===== src/rtl/fmsep_pkg.sv =====
package fmsep_pkg;

  // which timer a cell uses: index 1 is the short window, index 0 the long
  typedef enum logic {
    SEL_LONG  = 1'b0,
    SEL_SHORT = 1'b1
  } win_sel_e;

  // a programmed length of zero still gives one window cycle
  function automatic int unsigned eff_len(input int unsigned raw);
    return (raw == 0) ? 1 : raw;
  endfunction

  // close cycle of a cell, counted from its clock pulse at cycle 0
  function automatic int unsigned close_cycle(input int unsigned len,
                                              input int unsigned hit_at,
                                              input int unsigned stretch);
    if (hit_at != 0 && hit_at + stretch >= len) return hit_at + stretch + 1;
    return len;
  endfunction

endpackage


===== src/rtl/fmsep_timer.sv =====
module fmsep_timer #(
  parameter int LEN_W = 8
) (
  input  logic             clk,
  input  logic             rst_n,
  input  logic             hold_clr,
  input  logic             start,
  input  logic [LEN_W-1:0] len,
  input  logic             extend,
  output logic             running,
  output logic             finish
);
  import fmsep_pkg::*;

  localparam logic [LEN_W-1:0] ONE = LEN_W'(1);

  logic [LEN_W-1:0] cnt;
  logic             run_q;
  logic [LEN_W-1:0] load_val;

  assign load_val = LEN_W'(eff_len(int'(len)));
  assign running  = run_q;
  assign finish   = run_q && (cnt == ONE) && !extend;

  always_ff @(posedge clk) begin
    if (!rst_n || hold_clr) begin
      run_q <= 1'b0;
      cnt   <= '0;
    end else if (start && !run_q) begin
      run_q <= 1'b1;
      cnt   <= load_val;
    end else if (run_q) begin
      if (cnt > ONE) cnt <= cnt - ONE;
      else if (!extend) run_q <= 1'b0;
    end
  end

  // a timer held in reset is idle in the next cycle
  assert_held_idle_R8: assert property (@(posedge clk) disable iff (!rst_n)
    hold_clr |=> !running);

  // while extended on its last count the timer keeps running
  assert_extend_keeps_R6: assert property (@(posedge clk) disable iff (!rst_n)
    (running && extend && !hold_clr) |=> running);

endmodule


===== src/rtl/fmsep_stretch.sv =====
module fmsep_stretch #(
  parameter int PULSE_CYCLES = 2
) (
  input  logic clk,
  input  logic rst_n,
  input  logic trig,
  output logic active
);
  localparam int CW = $clog2(PULSE_CYCLES + 1);
  localparam logic [CW-1:0] LOAD = CW'(PULSE_CYCLES);

  logic [CW-1:0] left;

  assign active = (left != '0);

  always_ff @(posedge clk) begin
    if (!rst_n)           left <= '0;
    else if (trig)        left <= LOAD;
    else if (left != '0)  left <= left - CW'(1);
  end

  // a trigger always produces an active strobe next cycle
  assert_trig_strobe_R4: assert property (@(posedge clk) disable iff (!rst_n)
    trig |=> active);

endmodule


===== src/rtl/fmsep_cell.sv =====
module fmsep_cell (
  input  logic clk,
  input  logic rst_n,
  input  logic clk_hit,
  input  logic data_hit,
  input  logic win_close,
  output logic prev_bit,
  output logic bit_out,
  output logic bit_valid
);
  logic mark;
  logic cell_bit;

  assign cell_bit = mark || data_hit;

  always_ff @(posedge clk) begin
    if (!rst_n) begin
      mark      <= 1'b0;
      prev_bit  <= 1'b0;
      bit_out   <= 1'b0;
      bit_valid <= 1'b0;
    end else begin
      if (clk_hit)       mark <= 1'b0;
      else if (data_hit) mark <= 1'b1;
      bit_valid <= win_close;
      if (win_close) begin
        bit_out  <= cell_bit;
        prev_bit <= cell_bit;
      end
    end
  end

  // the valid strobe lasts one cycle
  assert_single_valid_R5: assert property (@(posedge clk) disable iff (!rst_n)
    bit_valid |=> !bit_valid);

  // a separated clock leaves the cell unmarked
  assert_clk_clears_R10: assert property (@(posedge clk) disable iff (!rst_n)
    (clk_hit && !win_close) |=> !mark);

endmodule


===== src/rtl/fm_data_separator.sv =====
module fm_data_separator #(
  parameter int LEN_W        = 8,
  parameter int PULSE_CYCLES = 2
) (
  input  logic             clk,
  input  logic             rst_n,
  input  logic             rd_pulse,
  input  logic [LEN_W-1:0] short_len,
  input  logic [LEN_W-1:0] long_len,
  output logic             sep_clk,
  output logic             sep_data,
  output logic             bit_out,
  output logic             bit_valid
);
  import fmsep_pkg::*;

  localparam int N_TIMERS = 2;

  logic [N_TIMERS-1:0] tmr_running;
  logic [N_TIMERS-1:0] tmr_finish;
  logic                win_open;
  logic                clk_win;
  logic                data_hit;
  logic                data_busy;
  logic                win_close;
  logic                prev_bit;

  assign win_open  = |tmr_running;
  assign clk_win   = !win_open;
  assign sep_clk   = rd_pulse && clk_win;
  assign data_hit  = rd_pulse && win_open;
  assign win_close = |tmr_finish;
  assign sep_data  = data_busy;

  for (genvar g = 0; g < N_TIMERS; g++) begin : g_tmr
    logic sel_me;
    assign sel_me = (prev_bit == 1'(g));
    fmsep_timer #(.LEN_W(LEN_W)) u_tmr (
      .clk      (clk),
      .rst_n    (rst_n),
      .hold_clr (!sel_me),
      .start    (sep_clk && sel_me),
      .len      ((g == int'(SEL_SHORT)) ? short_len : long_len),
      .extend   (data_busy || data_hit),
      .running  (tmr_running[g]),
      .finish   (tmr_finish[g])
    );
  end

  fmsep_stretch #(.PULSE_CYCLES(PULSE_CYCLES)) u_stretch (
    .clk    (clk),
    .rst_n  (rst_n),
    .trig   (data_hit),
    .active (data_busy)
  );

  fmsep_cell u_cell (
    .clk       (clk),
    .rst_n     (rst_n),
    .clk_hit   (sep_clk),
    .data_hit  (data_hit),
    .win_close (win_close),
    .prev_bit  (prev_bit),
    .bit_out   (bit_out),
    .bit_valid (bit_valid)
  );

  // a separated clock opens a data window in the next cycle
  assert_clk_opens_R2: assert property (@(posedge clk) disable iff (!rst_n)
    sep_clk |=> win_open);

  // clock and data strobes are exclusive
  assert_exclusive_R7: assert property (@(posedge clk) disable iff (!rst_n)
    !(sep_clk && sep_data));

  // the window is open for the whole data strobe
  assert_hold_open_R6: assert property (@(posedge clk) disable iff (!rst_n)
    sep_data |-> win_open);

  // never two timers at once
  assert_one_timer_R8: assert property (@(posedge clk) disable iff (!rst_n)
    $onehot0(tmr_running));

  // the bit arrives in the cycle after the window closed
  assert_bit_after_close_R5: assert property (@(posedge clk) disable iff (!rst_n)
    $fell(win_open) |-> bit_valid);

  // the running timer matches the previous bit
  assert_sel_match_R3: assert property (@(posedge clk) disable iff (!rst_n)
    tmr_running[int'(SEL_SHORT)] |-> prev_bit);

endmodule


===== config.mk =====
export PLATFORM = sky130hd
export DESIGN_NAME = fm_data_separator
export DESIGN_NICKNAME = d
export VERILOG_FILES = /design/src/rtl/fmsep_pkg.sv /design/src/rtl/fmsep_timer.sv /design/src/rtl/fmsep_stretch.sv /design/src/rtl/fmsep_cell.sv /design/src/rtl/fm_data_separator.sv
export SDC_FILE = /design/constraint.sdc
export NUM_CORES = 1
export LEC_CHECK = 0
export BUFFER_PORTS_ARGS = -buffer_cell sky130_fd_sc_hd__buf_2
export CAP_MARGIN = 40
export CELL_PAD_IN_SITES_DETAIL_PLACEMENT = 2
export CELL_PAD_IN_SITES_GLOBAL_PLACEMENT = 2
export CORE_ASPECT_RATIO = 2
export CORE_MARGIN = 5
export CORE_UTILIZATION = 36
export DETAILED_ROUTE_END_ITERATION = 12
export PLACE_DENSITY_LB_ADDON = 0.3
export REMOVE_ABC_BUFFERS = 1
export SLEW_MARGIN = 20
export SYNTH_ARGS = -nofsm -noshare
export SYNTH_HDL_FRONTEND = slang
export SYNTH_SLANG_ARGS = --single-unit

===== constraint.sdc =====
create_clock -name clk -period 3 [get_ports clk]
set_input_delay 0.15 -clock clk [delete_from_list [all_inputs] [get_ports clk]]
set_output_delay 0.15 -clock clk [all_outputs]
set_load 0.02 [all_outputs]

### Word-level counts from Yosys, hierarchy flattened

Cells that the tools add are included.

| word-level totals | value |
|---|---|
| register bits after elaboration | 23 |
| latch bits | 0 |
| bits in writable memories | 0 |
| ROM bits | 0 |
| input port bits | 19 |
| output and inout port bits | 4 |
| logic and storage cells | 69 |
| memories kept | 0 |

| operators by class | value |
|---|---|
| add/sub/neg operators | 3 |
| multipliers | 0 |
| divide/modulo/power cells | 0 |
| order comparisons | 2 |
| equal/unequal tests | 2 |
| shift-type cells | 0 |
| mux-type cells | 17 |
| bitwise gates (word level) | 2 |
| reduce and logical (&&, ||, !) cells | 34 |

Operator list:

| cell | number |
|---|---|
| 8-bit 2-to-1 mux | 8 |
| 8-bit by 1-bit equality test with 1-bit output, second input constant | 2 |
| 8-bit by 1-bit > comparator with 1-bit output, second input constant | 2 |
| 8-bit zero test | 2 |
| 8-bit by 1-bit subtractor with 8-bit output, second input constant | 2 |
| 2-bit nonzero test | 6 |
| 1-bit logical AND | 10 |
| 2-bit OR reduction | 4 |
| 1-bit 2-to-1 mux | 7 |
| 1-bit zero test | 6 |
| 1-bit logical OR | 4 |
| 2-bit 2-to-1 mux | 2 |
| 2-bit AND reduction | 2 |
| 1-bit NOT | 2 |
| 2-bit by 1-bit subtractor with 2-bit output, second input constant | 1 |

### Longest topological paths before layout

Gate-level depths: netlist of the first run.

| depth | value |
|---|---|
| word-level depth | 7 |
| gate-level depth with buffers | 7 |
| mapped depth without buffers | 6 |

### Cells and area by module

Synthesis of the first run repeated with hierarchy kept, for this count alone.

| second synthesis, totals | value |
|---|---|
| cell total of the unflattened synthesis | 170 |
| area total of the unflattened synthesis | 1411.4 um2 |

By module, submodules not included:

| module | times used | cells each | area each (um2) | sequential area each (um2) |
|---|---|---|---|---|
| fmsep_timer | 2 | 74 | 594.3 | 180.2 |
| fmsep_cell | 1 | 9 | 103.8 | 60.1 |
| fmsep_stretch | 1 | 6 | 70.1 | 40.0 |
| fm_data_separator | 1 | 7 | 48.8 | 0.0 |

### Least setup slack after synthesis of the first run

OpenSTA, ideal clock, no wires.

| timing | value |
|---|---|
| kind | reg-to-reg |
| start | register g_tmr[1].u_tmr.cnt[2] |
| end | register g_tmr[1].u_tmr.cnt[0] |
| setup time | 0.086 ns |
| arrival | 1.790 ns |
| required time | 2.914 ns |
| setup slack | 1.125 ns |
| cell stages (with the launch flop) | 7 |
| path buffers | 2 |
| period minus slack after synthesis | 1.875 ns |
| cell sequence | dfxtp_1 -> buf_6 -> or4_4 -> o41a_1 -> buf_6 -> xnor2_2 -> a211oi_1 |

| between the ends | value |
|---|---|
| cells in the longest elaborated chain, start to end | 3 |

RTL lines:

| element | RTL line | text |
|---|---|---|
| start, declared | fmsep_timer.sv:17 | `logic [LEN_W-1:0] cnt;` |
| start signal, assigned | fmsep_timer.sv:31 | `cnt <= load_val;` |
| start signal, assigned | fmsep_timer.sv:33 | `if (cnt > ONE) cnt <= cnt - ONE;` |
| 8-bit by 1-bit > comparator with 1-bit output | fmsep_timer.sv:33 |  |
| 2-bit nonzero test (no source line) | - |  |
| 2-bit AND reduction (no source line) | - |  |

No other way between the ends.
A chain may end at the register's enable or synchronous reset.

### Worst setup path after layout of the first run

Ends and elaborated chain as after synthesis.

==> metrics, run 1 <==
Hold/Removal Path Class=input port to flop; Final nets=203; HPWL after DPL=3770 um; DRC violations left=0; Clk pwr share=roughly 28%; internal power=roughly 490 uW; arrival time worst endpoint=2.32 ns; H-tree depth=1; Comb pwr share=23.2%; post-DR vias/cell=around 5.9; number of warnings issued by yosys=0; reg-to-reg endpoint=g_tmr[1].u_tmr.cnt[0]; WP buf/inv=0; global-route wire length before repair=around 7500 um; Final Max Tran Viols=0; Num CTS Buffers=3; top post-synthesis cells by count=dfxtp_1, nand2_1, nor2_1, a21oi_1, a31oi_1; Leak=0.564 nW; total power=between 700 and 800 uW; Total Routing Usage GR=between 10% and 20%; GR Overflow Total=0; RSZ-0062 raised after global routing=no; row count=32; clk sinks=23; Multi-input gate area=867 um^2; Starting Density=36.7%; I/O pin count=23; crit end category=flop; Final TNS setup=0 ns; Post-synth EDFFs=0; Startpoint Class=flop; vias in the first global route=1537; power density over the cells=between 400 and 500 nW/um^2; Slew @ Worst Pin=around 0.58 ns; Post-CTS Setup Bufs=0; Mapped Cells=160; PostCTS Resize Cnt=0; layout cells sized above 1=approximately a quarter; Max Root-Sink Buffers=2; largest cells by area after synthesis=dfxtp_1, a31oi_1, ha_1, a21oi_1, nand2_1; CTS tree=yes; Syn Std Cell Area=1400 um^2; sequential area share after synthesis=33.0%; Syn-to-layout area delta=12.9%; cells along the critical path=or4_4, o41a_1, xnor2_2, a211oi_1; area share of the largest cell type after synthesis=approximately a third; Crit path max-delay family=compound AO/OA/AOI/OAI gates; Worst Path Required=~3.2 ns; worst-skew pair later-pin latency=about 0.28 ns; post-synthesis register bit count=23; max incr delay on CP=0.60 ns; Clock Tree Root=clkbuf_8; DR WL/cell=19.9 um; Clock Skews=between 0.009 and 0.01 ns; Tcrit/Tclk final=between 70% and 80%; n_diodes=0; Reg2Reg Depth=4; worst hold start=long_len[1]; Place WS=between 0.9 and 1 ns; Unique masters post-synth=54; Reg clk slew, reported paths=approximately 0.10 ns; Layout fillers=between 400 and 500; type of the worst setup path=flop to flop; NetSw=~250 uW; Die Height=98.1 um; final setup fails=0; outcome=complete, no violations; top-count cell post-synth=dfxtp_1; ANT nets after route=0; crit-path max FO=9; pin count of the biggest net entering global routing=15; Synth area leader=dfxtp_1; initial drt markers=17; maximum clock frequency=between 400 and 500 MHz; r2r setup slk=just under 0.9 ns; RePlAce Congestion=just under 0.9; Hold Buf Count CTS=0; max cap viols=0; setup ws final=between 0.8 and 0.9 ns; Sequential Area=around 460 um^2; Detailed Route WL=about 4600 um; worst r2r src=g_tmr[1].u_tmr.cnt[2]; post-synthesis async set-or-reset flop share=0%; Avg Cell Area, Syn=slightly below 9 um^2; Fin. Hold Viols=0; Core ar.=between 3000 and 4000 um^2; sw frac=between 30% and 40%; CP max stage cell=o41a_1; Slew headroom=around 60%; Hold Path Stages=3; fin crit period=around 2.1 ns; Worst Hold End=g_tmr[0].u_tmr.cnt[1]; Vias=1350; DIE WIDTH=between 50 and 60 um; Worst VDD drop=~0.25 mV; Total Die Area=about 5300 um^2; Port Buffers=22; Sequential Power Share=a little under 50%; initial antenna violation count=0; drt pass-1 iters=4; Main synth FF type=dfxtp_1
-- final cells by class --
cell class / count / share of cell area, %
Clock buffer: 3 / 2.62
Clock inverter: 1 / 0.476
Inverter: 7 / 1.67
Multi-Input combinational cell: 123 / 55.0
Sequential cell: 23 / 29.2
Tap cell: 51 / 4.05
Timing Repair Buffer: 22 / 6.98
-- registers in the layout, summed over array words and instances (netlist names) --
signal	cells
g_tmr.u_tmr.cnt	16
u_cell.mark	1
u_cell.prev_bit	1
u_cell.bit_valid	1
g_tmr.u_tmr.running	2
u_stretch.left	2
-- layer usage --
layer  share of wire [%]  global-route usage, %
met1                  33                   17.2
met2                  62                   38.6
met3                 2.1                   2.14
met4                 2.7                   8.25
met5                   0                      0
-- worst max-delay path by stage --
stage                     slack, ns                   from  cells past startpoint                     to
after CTS                      0.89  g_tmr[1].u_tmr.cnt[2]                      4  g_tmr[1].u_tmr.cnt[0]
after global routing           0.77  g_tmr[1].u_tmr.cnt[2]                      4  g_tmr[1].u_tmr.cnt[0]
after floorplan                1.08  g_tmr[1].u_tmr.cnt[2]                      4  g_tmr[1].u_tmr.cnt[0]
after detailed placement       0.93  g_tmr[1].u_tmr.cnt[2]                      4  g_tmr[1].u_tmr.cnt[0]
after global placement         0.96  g_tmr[1].u_tmr.cnt[2]                      4  g_tmr[1].u_tmr.cnt[0]
final                          0.87  g_tmr[1].u_tmr.cnt[2]                      4  g_tmr[1].u_tmr.cnt[0]
-- cells by family after synthesis --
group | Yosys count | synth area share [%]
AND/OR/NAND/NOR | 65 | 28.7
AO/OA/AOI/OAI | 47 | 24.4
flip-flops | 23 | 33.0
buffers and inverters | 14 | 4.93
multiplexers | 4 | 3.05
adder cells (fa/ha/maj) | 4 | 3.58
XOR/XNOR | 3 | 2.42
-- power groups by stage --
stage               Combinational, mW  Sequential (mW)  Clock, mW
floorplan                       0.119            0.356          0
global placement                0.163            0.363          0
detailed placement              0.171            0.366          0
CTS                             0.174            0.359      0.213
global route                    0.191            0.362      0.223
finish                          0.171            0.358      0.208
-- worst min-delay path: stages --
cell,delay (ns)
buf_2,0.10
nand2_1,0.05
a31oi_1,0.06
-- stage by stage --
step	utilization, %	hold slack (ns)	std cells	cell area (um^2)
4_1_cts	41.4	0.151	230	1580
3_3_place_gp	40.2	0.432	226	1530
6_report	41.4	0.148	230	1580
3_5_place_dp	40.2	0.433	226	1530
5_1_grt	41.4	0.159	230	1580
2_1_floorplan	-	0.272	153	1350
-- cells in the final DEF (no fill, tap or decap), drive strengths merged, types with 3 or more instances in the layout --
master,n
nor3,7
nand2,12
clkbuf,3
a31oi,8
nand2b,4
nor4,6
buf,22
o31ai,3
dfxtp,23
a21oi,9
or4,4
o21ai,8
inv,7
nand3,3
a211oi,7
nand4,3
nor3b,3
ha,4
nor2,11
Power figures use the tool's default switching activity.
==> run 2: changes to the inputs <==
--- a/config.mk
+++ b/config.mk
@@ -11,7 +11,7 @@
 export CELL_PAD_IN_SITES_GLOBAL_PLACEMENT = 2
 export CORE_ASPECT_RATIO = 2
 export CORE_MARGIN = 5
-export CORE_UTILIZATION = 36
+export CORE_UTILIZATION = 33
 export DETAILED_ROUTE_END_ITERATION = 12
 export PLACE_DENSITY_LB_ADDON = 0.3
 export REMOVE_ABC_BUFFERS = 1
==> constraint.sdc (replaced) <==
create_clock -name clk -period 2.2 [get_ports clk]
set_input_delay 0.11 -clock clk [delete_from_list [all_inputs] [get_ports clk]]
set_output_delay 0.11 -clock clk [all_outputs]
set_load 0.02 [all_outputs]
==> run 2 against run 1 <==
Net effect:
- sequential power up 35%
- critical path depth unchanged
- die area rose by 7.8%
- critical path type unchanged
- highest routed layer unchanged
==> metrics, run 2 (same netlist as run 1, synthesis figures left out) <==
Leak=about 0.6 nW; worst-skew pair later-pin latency=roughly 0.27 ns; most frequent cells in the layout=dfxtp_1, buf_2, nand2_1; Sequential Power Share=48.8%; Total Routing Usage GR=17.2%; Die Height=between 100 and 150 um; Num CTS Buffers=3; pin count of the biggest net entering global routing=14; power density over the cells=619 nW/um^2; crit end category=flop; Slew headroom=between 60% and 70%; n_diodes=0; setup ws final=0.151 ns; Clock Skews=about 0.0035 ns; Port Buffers=22; Startpoint Class=flop; fin crit period=2.05 ns; post-DR vias/cell=a little under 6; Fin. Hold Viols=0; arrival time worst endpoint=2.22 ns; internal power=673 uW; Fin Hold WS=~0.10 ns; Worst Path Required=2.37 ns; Total Die Area=~5700 um^2; outcome=complete, no violations; drt pass-1 iters=3; vias in the first global route=1534; DR WL/cell=~20 um; Detailed Route WL=4670 um; Vias=around 1.4k; Clock Tree Root=clkbuf_8; type of the worst setup path=flop to flop; Final TNS setup=0 ns; maximum clock frequency=around 490 MHz; HPWL after DPL=approximately 3900 um; Place WS=~0.11 ns; max cap viols=0; Worst VDD drop=0.390 mV; Reg clk slew, reported paths=approximately 0.090 ns; most common cell after layout, fill and taps aside=dfxtp_1; NetSw=321 uW; I/O pin count=23; sw frac=roughly a third; initial drt markers=19; Final nets=~210; Hold Buf Count CTS=0; final setup fails=0; DIE WIDTH=between 50 and 60 um; Syn-to-layout area delta=15.1%; GR Overflow Total=0; H-tree depth=1; Final Cell Area=between 1500 and 2000 um^2; cell area after placement=approximately 1600 um^2; initial antenna violation count=0; DRC violations left=0; Core ar.=about 4100 um^2; crit-path max FO=9; Largest register FFs=16; RSZ-0062 raised after global routing=no; RePlAce Congestion=between 0.8 and 0.9; layout cells sized above 1=26.2%; Clk pwr share=about 27%; Reg2Reg Depth=4; clk sinks=23; Starting Density=34.2%; row count=33; Tcrit/Tclk final=between 90% and 100%; Slew @ Worst Pin=around 0.56 ns; global-route wire length before repair=7600 um; ANT nets after route=0; CTS tree=yes; Hold/Removal Path Class=input port to flop; Hold Path Stages=3; largest reg by FF count=g_tmr.u_tmr.cnt; Final Max Tran Viols=0; Max Root-Sink Buffers=2; Comb pwr share=between 20% and 30%
## run 2: changes by cell type in the layout (fill, tap and decap cells not counted), sizes merged
cell / previous run / this run
clkinvlp: 1 / 0
clkinv: 0 / 1
buf: 22 / 26
## run 2: through the flow
| stage | power [mW] | instances | util (%) |
|---|---|---|---|
| floorplan | 0.648 | 153 | - |
| detailed placement | 0.734 | 231 | 38.1 |
| CTS | 1.01 | 235 | 39.3 |
| global placement | 0.723 | 231 | 38.1 |
| finish | 0.994 | 235 | 39.3 |
| global route | 1.05 | 235 | 39.3 |
## run 2: power by group through the flow
stage / Clock, mW / Combinational [mW] / Sequential (mW)
final: 0.271 / 0.238 / 0.485
after detailed placement: 0 / 0.240 / 0.495
after CTS: 0.280 / 0.242 / 0.485
after global routing: 0.299 / 0.262 / 0.490
after global placement: 0 / 0.233 / 0.490
after floorplan: 0 / 0.163 / 0.485
## run 2: worst paths after layout
kind	from	endpoint	slack, ns
worst max-delay path	g_tmr[1].u_tmr.cnt[3]	g_tmr[1].u_tmr.cnt[0]	0.15
worst max register to register	g_tmr[1].u_tmr.cnt[3]	g_tmr[1].u_tmr.cnt[0]	0.15
worst min register to register	u_cell.mark	u_cell.prev_bit	0.48
worst min-delay path	long_len[7]	g_tmr[0].u_tmr.cnt[7]	0.10
## run 2: final cells by class
type | count | area (um^2)
Clock inverter | 1 | 5.00
Timing Repair Buffer | 26 | 140
Fill cell | 466 | 2480
Tap cell | 52 | 65.1
Inverter | 7 | 26.3
Multi-Input combinational cell | 123 | 868
Sequential cell | 23 | 460
Clock buffer | 3 | 41.3
## run 2: timing repair
item / 4_1_cts / 5_1_grt
buffers inserted: 0 / 0
gates resized for setup: 0 / 1
setup endpoints to repair: 0 / 1
## run 2: layer usage
layer | wire length, um | GRT usage, %
met5 | 0 | 0
met4 | 56 | 4.39
met3 | 119 | 2.53
met2 | 2950 | 38.9
met1 | 1540 | 14.6
## run 2: worst max-delay path: stages, from the launching register on
cell	delay, ns
dfxtp_1	0.36
or4_4	0.54
o41a_2	0.60
xnor2_2	0.18
a211oi_1	0.27
